==> config.mk <==
export PLATFORM = sky130hd
export DESIGN_NAME = dma_fence_seq
export DESIGN_NICKNAME = d
export VERILOG_FILES = /design/src/rtl/dseq_pkg.sv /design/src/rtl/dseq_fifo.sv /design/src/rtl/dseq_reader.sv /design/src/rtl/dseq_writer.sv /design/src/rtl/dma_fence_seq.sv
export SDC_FILE = /design/constraint.sdc
export NUM_CORES = 1
export LEC_CHECK = 0
export ABC_AREA = 1
export BUFFER_PORTS_ARGS = -buffer_cell sky130_fd_sc_hd__buf_2
export CAP_MARGIN = 20
export CORE_ASPECT_RATIO = 0.5
export CORE_UTILIZATION = 41
export DETAILED_ROUTE_END_ITERATION = 7
export PLACE_DENSITY = 0.62
export SLEW_MARGIN = 25
export SYNTH_ARGS = -nofsm -noshare
export SYNTH_HDL_FRONTEND = slang
export SYNTH_SLANG_ARGS = --single-unit
==> constraint.sdc <==
create_clock -name clk -period 13.1 [get_ports clk]
set_input_delay 2.62 -clock clk [delete_from_list [all_inputs] [get_ports clk]]
set_output_delay 2.62 -clock clk [all_outputs]
set_load 0.05 [all_outputs]
==> src/rtl/dseq_pkg.sv <==
package dseq_pkg;
  typedef enum logic [1:0] {
    OP_NULL = 2'd0,
    OP_COPY = 2'd1,
    OP_FILL = 2'd2,
    OP_RSVD = 2'd3
  } dseq_op_e;
endpackage

==> src/rtl/dseq_fifo.sv <==
module dseq_fifo #(
  parameter int W     = 8,
  parameter int DEPTH = 4
) (
  input  logic                       clk,
  input  logic                       rst,
  input  logic                       push,
  input  logic [W-1:0]               din,
  input  logic                       pop,
  output logic [W-1:0]               dout,
  output logic [$clog2(DEPTH+1)-1:0] count
);
  localparam int PW = (DEPTH > 1) ? $clog2(DEPTH) : 1;
  localparam int CW = $clog2(DEPTH + 1);

  logic [W-1:0]  ram [DEPTH];
  logic [PW-1:0] wptr_q, rptr_q;
  logic [CW-1:0] cnt_q;

  function automatic logic [PW-1:0] bump(input logic [PW-1:0] p);
    return (p == PW'(DEPTH - 1)) ? '0 : p + PW'(1);
  endfunction

  // storage without reset so it can map onto RAM
  always_ff @(posedge clk) begin
    if (push) ram[wptr_q] <= din;
  end

  always_ff @(posedge clk) begin
    if (rst) begin
      wptr_q <= '0;
      rptr_q <= '0;
      cnt_q  <= '0;
    end else begin
      if (push) wptr_q <= bump(wptr_q);
      if (pop)  rptr_q <= bump(rptr_q);
      cnt_q <= cnt_q + CW'(push) - CW'(pop);
    end
  end

  assign dout  = ram[rptr_q];
  assign count = cnt_q;


  fifo_ovf_chk: assert property (@(posedge clk) disable iff (rst)
    push |-> (cnt_q != CW'(DEPTH)) || pop);

  fifo_udf_chk: assert property (@(posedge clk) disable iff (rst)
    pop |-> (cnt_q != '0));
endmodule

==> src/rtl/dseq_reader.sv <==
module dseq_reader
  import dseq_pkg::*;
#(
  parameter int AW        = 16,
  parameter int DW        = 64,
  parameter int LW        = 32,
  parameter int MAX_BYTES = 1 << 20,
  parameter int DDEPTH    = 8,
  parameter int JDEPTH    = 4
) (
  input  logic                              clk,
  input  logic                              rst,
  input  logic                              halt_clear,
  input  logic                              desc_valid,
  output logic                              desc_ready,
  input  logic [1:0]                        desc_op,
  input  logic                              desc_fence,
  input  logic                              desc_irq,
  input  logic [AW-1:0]                     desc_src,
  input  logic [AW-1:0]                     desc_dst,
  input  logic [LW-1:0]                     desc_len,
  input  logic [DW-1:0]                     desc_pattern,
  input  logic                              job_full,
  output logic                              job_push,
  output logic [AW+$clog2(MAX_BYTES/8+1)+1:0] job_data,
  input  logic                              job_done,
  input  logic                              wr_in_port,
  output logic                              rd_want,
  output logic [AW-1:0]                     rd_addr,
  input  logic                              rd_go,
  input  logic                              mem_rvalid,
  input  logic [DW-1:0]                     mem_rdata,
  input  logic [$clog2(DDEPTH+1)-1:0]       dat_count,
  output logic                              dat_push,
  output logic [DW-1:0]                     dat_din,
  output logic                              fwait
);
  localparam int WCW = $clog2(MAX_BYTES / 8 + 1);
  localparam int DCW = $clog2(DDEPTH + 1);
  localparam int PCW = $clog2(JDEPTH + 2);

  typedef enum logic [2:0] {R_IDLE, R_FWAIT, R_READ, R_FILL, R_HALT} rd_st_e;

  rd_st_e         st_q;
  dseq_op_e       op_q;
  logic [AW-1:0]  addr_q, dst_q;
  logic [WCW-1:0] cnt_q;
  logic           irq_q;
  logic [DW-1:0]  pat_q;
  logic [DCW-1:0] inflight_q;
  logic [PCW-1:0] pend_q;

  dseq_op_e       op_in;
  logic           oversize, misalign, bad, no_data, take, fence_ok, space, fill_push;
  logic [WCW-1:0] words_in, job_words;

  assign op_in     = dseq_op_e'(desc_op);
  assign oversize  = desc_len > LW'(MAX_BYTES);
  assign misalign  = |desc_len[2:0];
  assign bad       = (op_in == OP_RSVD) || ((op_in != OP_NULL) && (oversize || misalign));
  assign no_data   = (op_in == OP_NULL) || (desc_len == '0);
  assign words_in  = WCW'(desc_len >> 3);
  assign job_words = (bad || no_data) ? '0 : words_in;

  assign desc_ready = (st_q == R_IDLE) && !job_full;
  assign take       = desc_valid && desc_ready;
  // earlier jobs all written and the last write has left the port
  assign fence_ok   = (pend_q == '0) && !wr_in_port;
  assign space      = ({1'b0, dat_count} + {1'b0, inflight_q}) < (DCW + 1)'(DDEPTH);
  assign rd_want    = (st_q == R_READ) && space;
  assign rd_addr    = addr_q;
  assign fill_push  = (st_q == R_FILL) && (inflight_q == '0) && space;
  assign dat_push   = mem_rvalid || fill_push;
  assign dat_din    = mem_rvalid ? mem_rdata : pat_q;
  assign job_push   = (take && (bad || no_data || !desc_fence)) ||
                      ((st_q == R_FWAIT) && fence_ok);
  assign job_data   = take ? {desc_dst, job_words, desc_irq, bad}
                           : {dst_q, cnt_q, irq_q, 1'b0};
  assign fwait      = (st_q == R_FWAIT);

  always_ff @(posedge clk) begin
    if (rst) begin
      st_q       <= R_IDLE;
      inflight_q <= '0;
      pend_q     <= '0;
      op_q       <= OP_NULL;
      addr_q     <= '0;
      dst_q      <= '0;
      cnt_q      <= '0;
      irq_q      <= 1'b0;
      pat_q      <= '0;
    end else begin
      inflight_q <= inflight_q + DCW'(rd_go) - DCW'(mem_rvalid);
      pend_q     <= pend_q + PCW'(job_push) - PCW'(job_done);
      unique case (st_q)
        R_IDLE: if (take) begin
          op_q   <= op_in;
          addr_q <= desc_src;
          dst_q  <= desc_dst;
          cnt_q  <= words_in;
          irq_q  <= desc_irq;
          pat_q  <= desc_pattern;
          if (bad)             st_q <= R_HALT;
          else if (no_data)    st_q <= R_IDLE;
          else if (desc_fence) st_q <= R_FWAIT;
          else                 st_q <= (op_in == OP_COPY) ? R_READ : R_FILL;
        end
        R_FWAIT: if (fence_ok) st_q <= (op_q == OP_COPY) ? R_READ : R_FILL;
        R_READ: if (rd_go) begin
          addr_q <= addr_q + AW'(1);
          cnt_q  <= cnt_q - WCW'(1);
          if (cnt_q == WCW'(1)) st_q <= R_IDLE;
        end
        R_FILL: if (fill_push) begin
          cnt_q <= cnt_q - WCW'(1);
          if (cnt_q == WCW'(1)) st_q <= R_IDLE;
        end
        R_HALT: if (halt_clear) st_q <= R_IDLE;
        default: st_q <= R_IDLE;
      endcase
    end
  end


  oversize_chk: assert property (@(posedge clk) disable iff (rst)
    (take && (op_in != OP_NULL) && oversize) |=> (st_q == R_HALT) && !rd_want);

  halt_entry_chk: assert property (@(posedge clk) disable iff (rst)
    (take && (op_in == OP_RSVD)) |=> !desc_ready);

  halt_hold_chk: assert property (@(posedge clk) disable iff (rst)
    ((st_q == R_HALT) && !halt_clear) |=> !desc_ready);
endmodule

==> src/rtl/dseq_writer.sv <==
module dseq_writer #(
  parameter int AW        = 16,
  parameter int DW        = 64,
  parameter int MAX_BYTES = 1 << 20
) (
  input  logic                                clk,
  input  logic                                rst,
  input  logic                                job_empty,
  input  logic [AW+$clog2(MAX_BYTES/8+1)+1:0] job_data,
  output logic                                job_pop,
  input  logic                                dat_empty,
  input  logic [DW-1:0]                       dat_dout,
  output logic                                dat_pop,
  output logic                                wr_want,
  output logic [AW-1:0]                       wr_addr,
  output logic [DW-1:0]                       wr_data,
  input  logic                                wr_go,
  output logic                                job_done,
  output logic                                cpl_valid,
  output logic                                cpl_irq,
  output logic                                cpl_err
);
  localparam int WCW = $clog2(MAX_BYTES / 8 + 1);
  localparam int JW  = AW + WCW + 2;

  typedef enum logic {W_IDLE, W_WRITE} wr_st_e;

  wr_st_e         st_q;
  logic [AW-1:0]  addr_q;
  logic [WCW-1:0] cnt_q;
  logic           irq_q;

  logic [AW-1:0]  j_dst;
  logic [WCW-1:0] j_words;
  logic           j_irq, j_err;

  assign j_dst   = job_data[JW-1 -: AW];
  assign j_words = job_data[WCW+1:2];
  assign j_irq   = job_data[1];
  assign j_err   = job_data[0];

  assign job_pop  = (st_q == W_IDLE) && !job_empty;
  assign wr_want  = (st_q == W_WRITE) && !dat_empty;
  assign wr_addr  = addr_q;
  assign wr_data  = dat_dout;
  assign dat_pop  = wr_go;
  assign job_done = (job_pop && (j_words == '0)) || (wr_go && (cnt_q == WCW'(1)));

  always_ff @(posedge clk) begin
    if (rst) begin
      st_q      <= W_IDLE;
      addr_q    <= '0;
      cnt_q     <= '0;
      irq_q     <= 1'b0;
      cpl_valid <= 1'b0;
      cpl_irq   <= 1'b0;
      cpl_err   <= 1'b0;
    end else begin
      cpl_valid <= 1'b0;
      unique case (st_q)
        W_IDLE: if (job_pop) begin
          if (j_words == '0) begin
            cpl_valid <= 1'b1;
            cpl_irq   <= j_irq;
            cpl_err   <= j_err;
          end else begin
            addr_q <= j_dst;
            cnt_q  <= j_words;
            irq_q  <= j_irq;
            st_q   <= W_WRITE;
          end
        end
        W_WRITE: if (wr_go) begin
          addr_q <= addr_q + AW'(1);
          cnt_q  <= cnt_q - WCW'(1);
          if (cnt_q == WCW'(1)) begin
            cpl_valid <= 1'b1;
            cpl_irq   <= irq_q;
            cpl_err   <= 1'b0;
            st_q      <= W_IDLE;
          end
        end
        default: st_q <= W_IDLE;
      endcase
    end
  end


  empty_job_cpl_chk: assert property (@(posedge clk) disable iff (rst)
    (job_pop && (j_words == '0)) |=> cpl_valid && (cpl_irq == $past(j_irq)));
endmodule

==> src/rtl/dma_fence_seq.sv <==
module dma_fence_seq #(
  parameter int AW        = 16,
  parameter int DW        = 64,
  parameter int LW        = 32,
  parameter int MAX_BYTES = 1 << 20,
  parameter int DDEPTH    = 8,
  parameter int JDEPTH    = 4
) (
  input  logic          clk,
  input  logic          rst,
  input  logic          halt_clear,
  input  logic          desc_valid,
  output logic          desc_ready,
  input  logic [1:0]    desc_op,
  input  logic          desc_fence,
  input  logic          desc_irq,
  input  logic [AW-1:0] desc_src,
  input  logic [AW-1:0] desc_dst,
  input  logic [LW-1:0] desc_len,
  input  logic [DW-1:0] desc_pattern,
  output logic          mem_req,
  output logic          mem_we,
  output logic [AW-1:0] mem_addr,
  output logic [DW-1:0] mem_wdata,
  input  logic          mem_gnt,
  input  logic          mem_rvalid,
  input  logic [DW-1:0] mem_rdata,
  output logic          cpl_valid,
  output logic          cpl_irq,
  output logic          cpl_err
);
  localparam int WCW = $clog2(MAX_BYTES / 8 + 1);
  localparam int JW  = AW + WCW + 2;
  localparam int DCW = $clog2(DDEPTH + 1);
  localparam int JCW = $clog2(JDEPTH + 1);

  logic           job_push, job_pop, job_done, job_full, job_empty;
  logic [JW-1:0]  job_in, job_out;
  logic [JCW-1:0] job_count;
  logic           dat_push, dat_pop, dat_empty;
  logic [DW-1:0]  dat_din, dat_dout;
  logic [DCW-1:0] dat_count;
  logic           rd_want, rd_go, wr_want, wr_go, pick_wr, slot_free, fwait;
  logic [AW-1:0]  rd_addr, wr_addr;
  logic [DW-1:0]  wr_data;
  logic           req_q, we_q, last_wr_q;
  logic [AW-1:0]  addr_q;
  logic [DW-1:0]  wdata_q;

  assign job_full  = (job_count == JCW'(JDEPTH));
  assign job_empty = (job_count == '0);
  assign dat_empty = (dat_count == '0);

  dseq_fifo #(.W(JW), .DEPTH(JDEPTH)) i_job_q (
    .clk(clk), .rst(rst), .push(job_push), .din(job_in),
    .pop(job_pop), .dout(job_out), .count(job_count)
  );

  dseq_fifo #(.W(DW), .DEPTH(DDEPTH)) i_dat_q (
    .clk(clk), .rst(rst), .push(dat_push), .din(dat_din),
    .pop(dat_pop), .dout(dat_dout), .count(dat_count)
  );

  dseq_reader #(
    .AW(AW), .DW(DW), .LW(LW), .MAX_BYTES(MAX_BYTES), .DDEPTH(DDEPTH), .JDEPTH(JDEPTH)
  ) i_reader (
    .clk(clk), .rst(rst), .halt_clear(halt_clear),
    .desc_valid(desc_valid), .desc_ready(desc_ready), .desc_op(desc_op),
    .desc_fence(desc_fence), .desc_irq(desc_irq), .desc_src(desc_src),
    .desc_dst(desc_dst), .desc_len(desc_len), .desc_pattern(desc_pattern),
    .job_full(job_full), .job_push(job_push), .job_data(job_in), .job_done(job_done),
    .wr_in_port(req_q && we_q), .rd_want(rd_want), .rd_addr(rd_addr), .rd_go(rd_go),
    .mem_rvalid(mem_rvalid), .mem_rdata(mem_rdata), .dat_count(dat_count),
    .dat_push(dat_push), .dat_din(dat_din), .fwait(fwait)
  );

  dseq_writer #(.AW(AW), .DW(DW), .MAX_BYTES(MAX_BYTES)) i_writer (
    .clk(clk), .rst(rst), .job_empty(job_empty), .job_data(job_out), .job_pop(job_pop),
    .dat_empty(dat_empty), .dat_dout(dat_dout), .dat_pop(dat_pop),
    .wr_want(wr_want), .wr_addr(wr_addr), .wr_data(wr_data), .wr_go(wr_go),
    .job_done(job_done), .cpl_valid(cpl_valid), .cpl_irq(cpl_irq), .cpl_err(cpl_err)
  );

  // one request register; reader and writer alternate when both want it
  assign slot_free = !req_q || mem_gnt;
  assign pick_wr   = wr_want && (!rd_want || !last_wr_q);
  assign wr_go     = slot_free && pick_wr;
  assign rd_go     = slot_free && rd_want && !pick_wr;

  always_ff @(posedge clk) begin
    if (rst) begin
      req_q     <= 1'b0;
      we_q      <= 1'b0;
      last_wr_q <= 1'b0;
      addr_q    <= '0;
      wdata_q   <= '0;
    end else if (slot_free) begin
      req_q <= wr_go || rd_go;
      if (wr_go) begin
        we_q      <= 1'b1;
        addr_q    <= wr_addr;
        wdata_q   <= wr_data;
        last_wr_q <= 1'b1;
      end else if (rd_go) begin
        we_q      <= 1'b0;
        addr_q    <= rd_addr;
        last_wr_q <= 1'b0;
      end
    end
  end

  assign mem_req   = req_q;
  assign mem_we    = we_q;
  assign mem_addr  = addr_q;
  assign mem_wdata = wdata_q;


  req_hold_chk: assert property (@(posedge clk) disable iff (rst)
    (mem_req && !mem_gnt) |=> mem_req && $stable(mem_addr) && $stable(mem_we) && $stable(mem_wdata));

  fence_chk: assert property (@(posedge clk) disable iff (rst)
    (fwait && req_q && we_q) |=> !(mem_req && !mem_we));
endmodule

Word level (Yosys, flattened, before mapping)
Memory sizes are Yosys's and may differ from the RTL's. A register that Yosys moved wholly into a read port is not among the register bits.
Index checks and enable logic that the tools add are counted.
- bits in registers: 201
- bits in latches: 0
- memory bits (writable): 656
- memory bits (read-only): 0
- bits of input ports: 202
- output and inout bits: 86
- logic and storage cells: 196
- memories kept: 2
- add/sub/neg operators: 17
- multiply operators: 0
- div/mod/pow operators: 0
- $lt $le $gt $ge: 2
- equal/unequal tests: 24
- shift operators: 0
- muxes and demuxes: 64
- bitwise logic cells: 2
- reductions and logical operators: 60
- memory list (name ; words ; bits a word ; rd ports ; clocked after memory_dff ; write ports ; RTL line ; source):
    i_dat_q.ram ; 8 ; 64 ; 1 ; 1 ; 1 ; dseq_fifo.sv:16 ; logic [W-1:0] ram [DEPTH];
    i_job_q.ram ; 4 ; 36 ; 1 ; 1 ; 1 ; dseq_fifo.sv:16 ;
- operators by type and width (operator ; number):
    2-to-1 mux 18 bit ; 7
    2-to-1 mux 16 bit ; 7
    2-to-1 mux 64 bit ; 1
    case mux 16 bit (2 select lines) ; 2
    case mux 18 bit (3 select lines) ; 1
    equality test 18 x 1 -> 1 bit (second input constant) ; 2
    2-to-1 mux 36 bit ; 1
    case mux 18 bit (2 select lines) ; 1
    subtractor 18 x 1 -> 18 bit (second input constant) ; 2
    2-to-1 mux 3 bit ; 11
    adder 16 x 1 -> 16 bit (second input constant) ; 2
    > comparator 32 x 21 -> 1 bit (second input constant) ; 1
    logical NOT 32 bit ; 1
    2-to-1 mux 1 bit ; 24
    logical AND 1 bit ; 18
    logical NOT 18 bit ; 1
    case mux 3 bit (5 select lines) ; 1
    equality test 3 bit (second input constant) ; 4
    != test 2 bit (second input constant) ; 6
    logical OR 1 bit ; 11
    logical NOT 1 bit ; 9
    logical NOT 3 bit ; 3
    AND reduction 3 bit ; 3
    adder 4 x 1 -> 4 bit ; 2
    other kinds (23) ; 48

Logic depth before layout (Yosys ltp)
- depth after elaboration: 10
- mapped depth: 18
- mapped depth without buffers: 17

By module
Synthesis repeated with hierarchy kept, for this count alone.
- cells, all modules: 4825
- area, all modules: 42951.2 um^2
- by module, submodules not included (module ; times used ; cells an instance ; area each (um^2) ; seq. area each (um^2)):
    dseq_fifo (i_dat_q) ; 1 ; 2296 ; 22902.0 ; 15635.0
    dseq_reader ; 1 ; 1123 ; 7282.0 ; 2542.4
    dseq_fifo (i_job_q) ; 1 ; 477 ; 6328.6 ; 4504.3
    dma_fence_seq ; 1 ; 439 ; 3388.2 ; 1641.6
    dseq_writer ; 1 ; 490 ; 3050.4 ; 780.7

Worst setup path before layout
OpenSTA, ideal clock, no wires.
- kind: input-to-reg
- start: in mem_rvalid
- end: mem i_dat_q.ram[1][0] in the netlist's numbering, enable pin
- library setup time: 0.487 ns
- arrival time: 5.950 ns
- data required time: 12.613 ns
- setup slack: 6.664 ns
- stages: 7
- buffers on the path: 1
- cells stage by stage: clkbuf_1 > inv_1 > nand2_1 > inv_2 > nor2_1 > inv_2 > nor2_1
- longest elaborated chain between the ends: 3
- RTL lines (what ; RTL line ; source):
    from (decl) ; dma_fence_seq.sv:26 ; input logic mem_rvalid,
    logical OR 1 bit ; dseq_reader.sv:73 ; assign dat_push = mem_rvalid || fill_push;
    2-to-1 mux 1 bit ; dseq_fifo.sv:26 ; if (push) ram[wptr_q] <= din;
    2-to-1 mux 1 bit (implied by the code) ; dseq_fifo.sv:26 ;
    to (decl) ; dseq_fifo.sv:16 ;
Every way passes these cells.

Worst setup path in the final report
- start: in desc_len[29]
- end: reg i_job_q.cnt_q[1] (netlist: i_job_q.count[1])
- longest elaborated chain between the ends: 10
- elaborated cells on any way between the ends: 12
- those cells by class: add/sub: 2; order compare: 1; reduce/logical: 9
- RTL lines (what ; RTL line ; source):
    from (decl) ; dma_fence_seq.sv:19 ; input logic [LW-1:0] desc_len,
    > comparator 32 x 21 -> 1 bit ; dseq_reader.sv:58 ; assign oversize = desc_len > LW'(MAX_BYTES);
    logical OR 1 bit ; dseq_reader.sv:60 ; assign bad = (op_in == OP_RSVD) || ((op_in != OP_NULL) && (oversize || misalign));
    logical AND 1 bit ; dseq_reader.sv:60 ;
    logical OR 1 bit ; dseq_reader.sv:60 ;
    logical OR 1 bit * (2 in a row) ; dseq_reader.sv:75 ; assign job_push = (take && (bad || no_data || !desc_fence)) ||
    logical AND 1 bit * ; dseq_reader.sv:75 ;
    logical OR 1 bit * ; dseq_reader.sv:75 ;
    adder 3 x 1 -> 3 bit * ; dseq_fifo.sv:37 ; cnt_q <= cnt_q + CW'(push) - CW'(pop);
    subtractor 3 x 1 -> 3 bit * ; dseq_fifo.sv:37 ;
    to (signal assigned) ; dseq_fifo.sv:37 ;
    to (decl) ; dseq_fifo.sv:18 ; logic [CW-1:0] cnt_q;
Every way passes the cells marked *; elsewhere a longest branch is shown, timed or not.
A chain may end at the register's enable or synchronous reset.

==> results.ini <==
[run_status]
status = completed

[sta]
slew_headroom = 0.271
timing.setup.tns_ps = 0
finalWorstPathRequiredPeriod_ps = 5420
skew_ps = 21.5
rsz0062_at_grt = false
hold_viol_final = 0
worst_pin_slew_ps = 1090
setup_violations = 0
fmax_mhz = 184
period_share = 0.414
fin_ws_ps = 7680
slew_violations = 0

[worst_setup_path]
worst_ep_required_time_ps = 13630
crit_path_end_kind = flop
crit_type = in2reg
reg2regPathDepth = 19
worstPathArrival_ps = 5950
worst_setup_path_start_kind = input pin
crit_path_max_fanout = 6

[grt]
grtUsageMet2 = 0.355
grt_util_met1 = 0.279
gr-max-usage-layer = met2
overflow = 0
grt_antenna_before_repair = 2
met3_usage = 0.0316
grt_max_degree = 120
grt_pass1_vias = 26800
grt_usage = 0.212
grt_pass1_wl_um = 157000

[pwr]
pwr_density_cell_nw_per_um2 = 220
power_mw = 9.64
peakVddDrop_mv = 0.131
leakage_nw = 16.8

[clock_tree]
post_cts_buffers = 0
cts_buffers = 86
clock_tree.root_cell = clkbuf_16
cts.sinks = 923
postCtsHoldBufs = 0
tritoncts = yes
clock_path_buffers = 3
clkTransAtPathRegs_ps = 60
htree_num_levels = 3
clock_latency_ps = 660
cts_resized = 0

[route]
dr.first_iter.drc_count = 2496
drt-wirelength-per-cell_um = 19.1
finalWirelength_um = 103000
drc = 0
postRouteAntennaNets = 0
viasPerCell = 5.30
first_pass_iters = 6
vias = 28500

[logic_synthesis]
ys_warn_count = 0
synthCells = 3874
async_reset_ff_frac = 0
synth-main-ff-cell = edfxtp_1
yosysMostFrequentCell = nand2_1
yosysTopAreaCellShare = 0.510
synth-seq-cells = 923
yosysUniqueCellTypes = 52
synth_top_area_cell = edfxtp_1
synthTopCellsByArea = edfxtp_1 (51%), dfxtp_1 (14%), nand2_1 (9.5%)
avgSynthCellArea_um2 = 9.97
netlist_top_cells_count = nand2_1 (976), edfxtp_1 (656), nand3_1 (506)
syn_area_um2 = 38600
synth_edf_count = 656
ys_seq_area_frac = 0.649
synth_fp_nets = 4112

[floorplanning]
initial_core_util = 0.415
rows = 79
die-area_um2 = 95500
core_um2 = 93100
die_y_um = 219
die_w_um = 436
pin_count = 288

[worst_hold_path]
hold_path.class = reg2reg
holdPathStages = 2

[placement]
placed_cell_area_um2 = 41100
post-place-ws_ps = 7030
gp_congestion = 0.875
dp_cells = 5222
place_hpwl_um = 59400
numPortBuffers = 287

[job]
drv_cap = 0

[final_layout]
final_cells = 5383
layout-drive-gt1-share = 0.125
final_area_um2 = 43900
final_nets = 4293
area_delta_synth_final_pct = 13.6

==> sequential cells by signal (all words and copies together), names as in the netlist, 18 cells and up, named ones only <==
| register | flops |
|---|---|
| i_dat_q.ram | 512 |
| i_job_q.ram | 144 |
| i_reader.pat_q | 64 |
| mem_wdata | 64 |
| i_reader.cnt_q | 18 |
| i_writer.cnt_q | 18 |
==> final timing paths <==
kind,startpoint,endpoint,slack (ps)
min,i_reader.pat_q[23],i_reader.pat_q[23],450
max,desc_len[29],i_job_q.count[1],7680
max reg2reg,flop,i_reader.pend_q[2],8830
min reg2reg,i_reader.pat_q[23],i_reader.pat_q[23],450
==> worst max-delay path: stages <==
cell      delay [ps]
buf_2            100
nor2_1            90
nand2_1           60
nor2_1           540
nand3_1          150
o21ai_0          300
nand4_1          200
a21boi_1         780
ha_1             380
inv_1             60
ha_1             150
fa_1             410
inv_1             60
nor2_1            30
==> final cells by class <==
type                            count  area [µm²]
Fill cell                        8545       49200
Tap cell                         1255        1570
Multi-Input combinational cell   2460       11700
Clock inverter                     46         435
Antenna cell                        2        5.00
Inverter                          255         975
Timing Repair Buffer              329        1760
Sequential cell                   923       25100
Clock buffer                      113        2310
==> per-stage QoR <==
step | hold slack [ps] | util
finish | 447 | 0.471
global placement | 434 | 0.441
CTS | 449 | 0.471
floorplan | 424 | -
detailed placement | 439 | 0.441
global route | 471 | 0.471
==> power by group <==
| part | internal [mW] | switching (mW) | total (mW) | leakage [nW] |
|---|---|---|---|---|
| Combinational | 0.866 | 2.38 | 3.25 | 7.22 |
| Sequential | 3.67 | 0.238 | 3.91 | 8.25 |
| Clock | 1.39 | 1.10 | 2.49 | 1.35 |
==> layer usage <==
metal	wire length [µm]	share of wire
met1	44200	0.43
met3	5390	0.053
met2	49700	0.48
met5	0	0
met4	3310	0.032
==> cell usage in the layout, fill, tap and decap left out, drive strengths merged, types with 67 or more instances in the layout <==
master / count
nand2: 980
edfxtp: 656
nand3: 508
buf: 329
o21ai: 303
dfxtp: 267
inv: 257
nor2: 194
a21oi: 191
clkbuf: 113
a31oi: 67
==> cell families (layout without fill, tap and decap cells) <==
family | after synthesis | after routing | share of synthesized area
adders and majority gates | 36 | 36 | 0.0124
buffers and inverters | 491 | 743 | 0.0497
AOI/OAI and AO/OA | 648 | 648 | 0.0917
other | 0 | 2 | 0
xor gates and xnor gates | 22 | 22 | 0.00499
DFF | 923 | 923 | 0.649
and+or+nand+nor | 1754 | 1754 | 0.192
(Power assumes the default switching activity.)
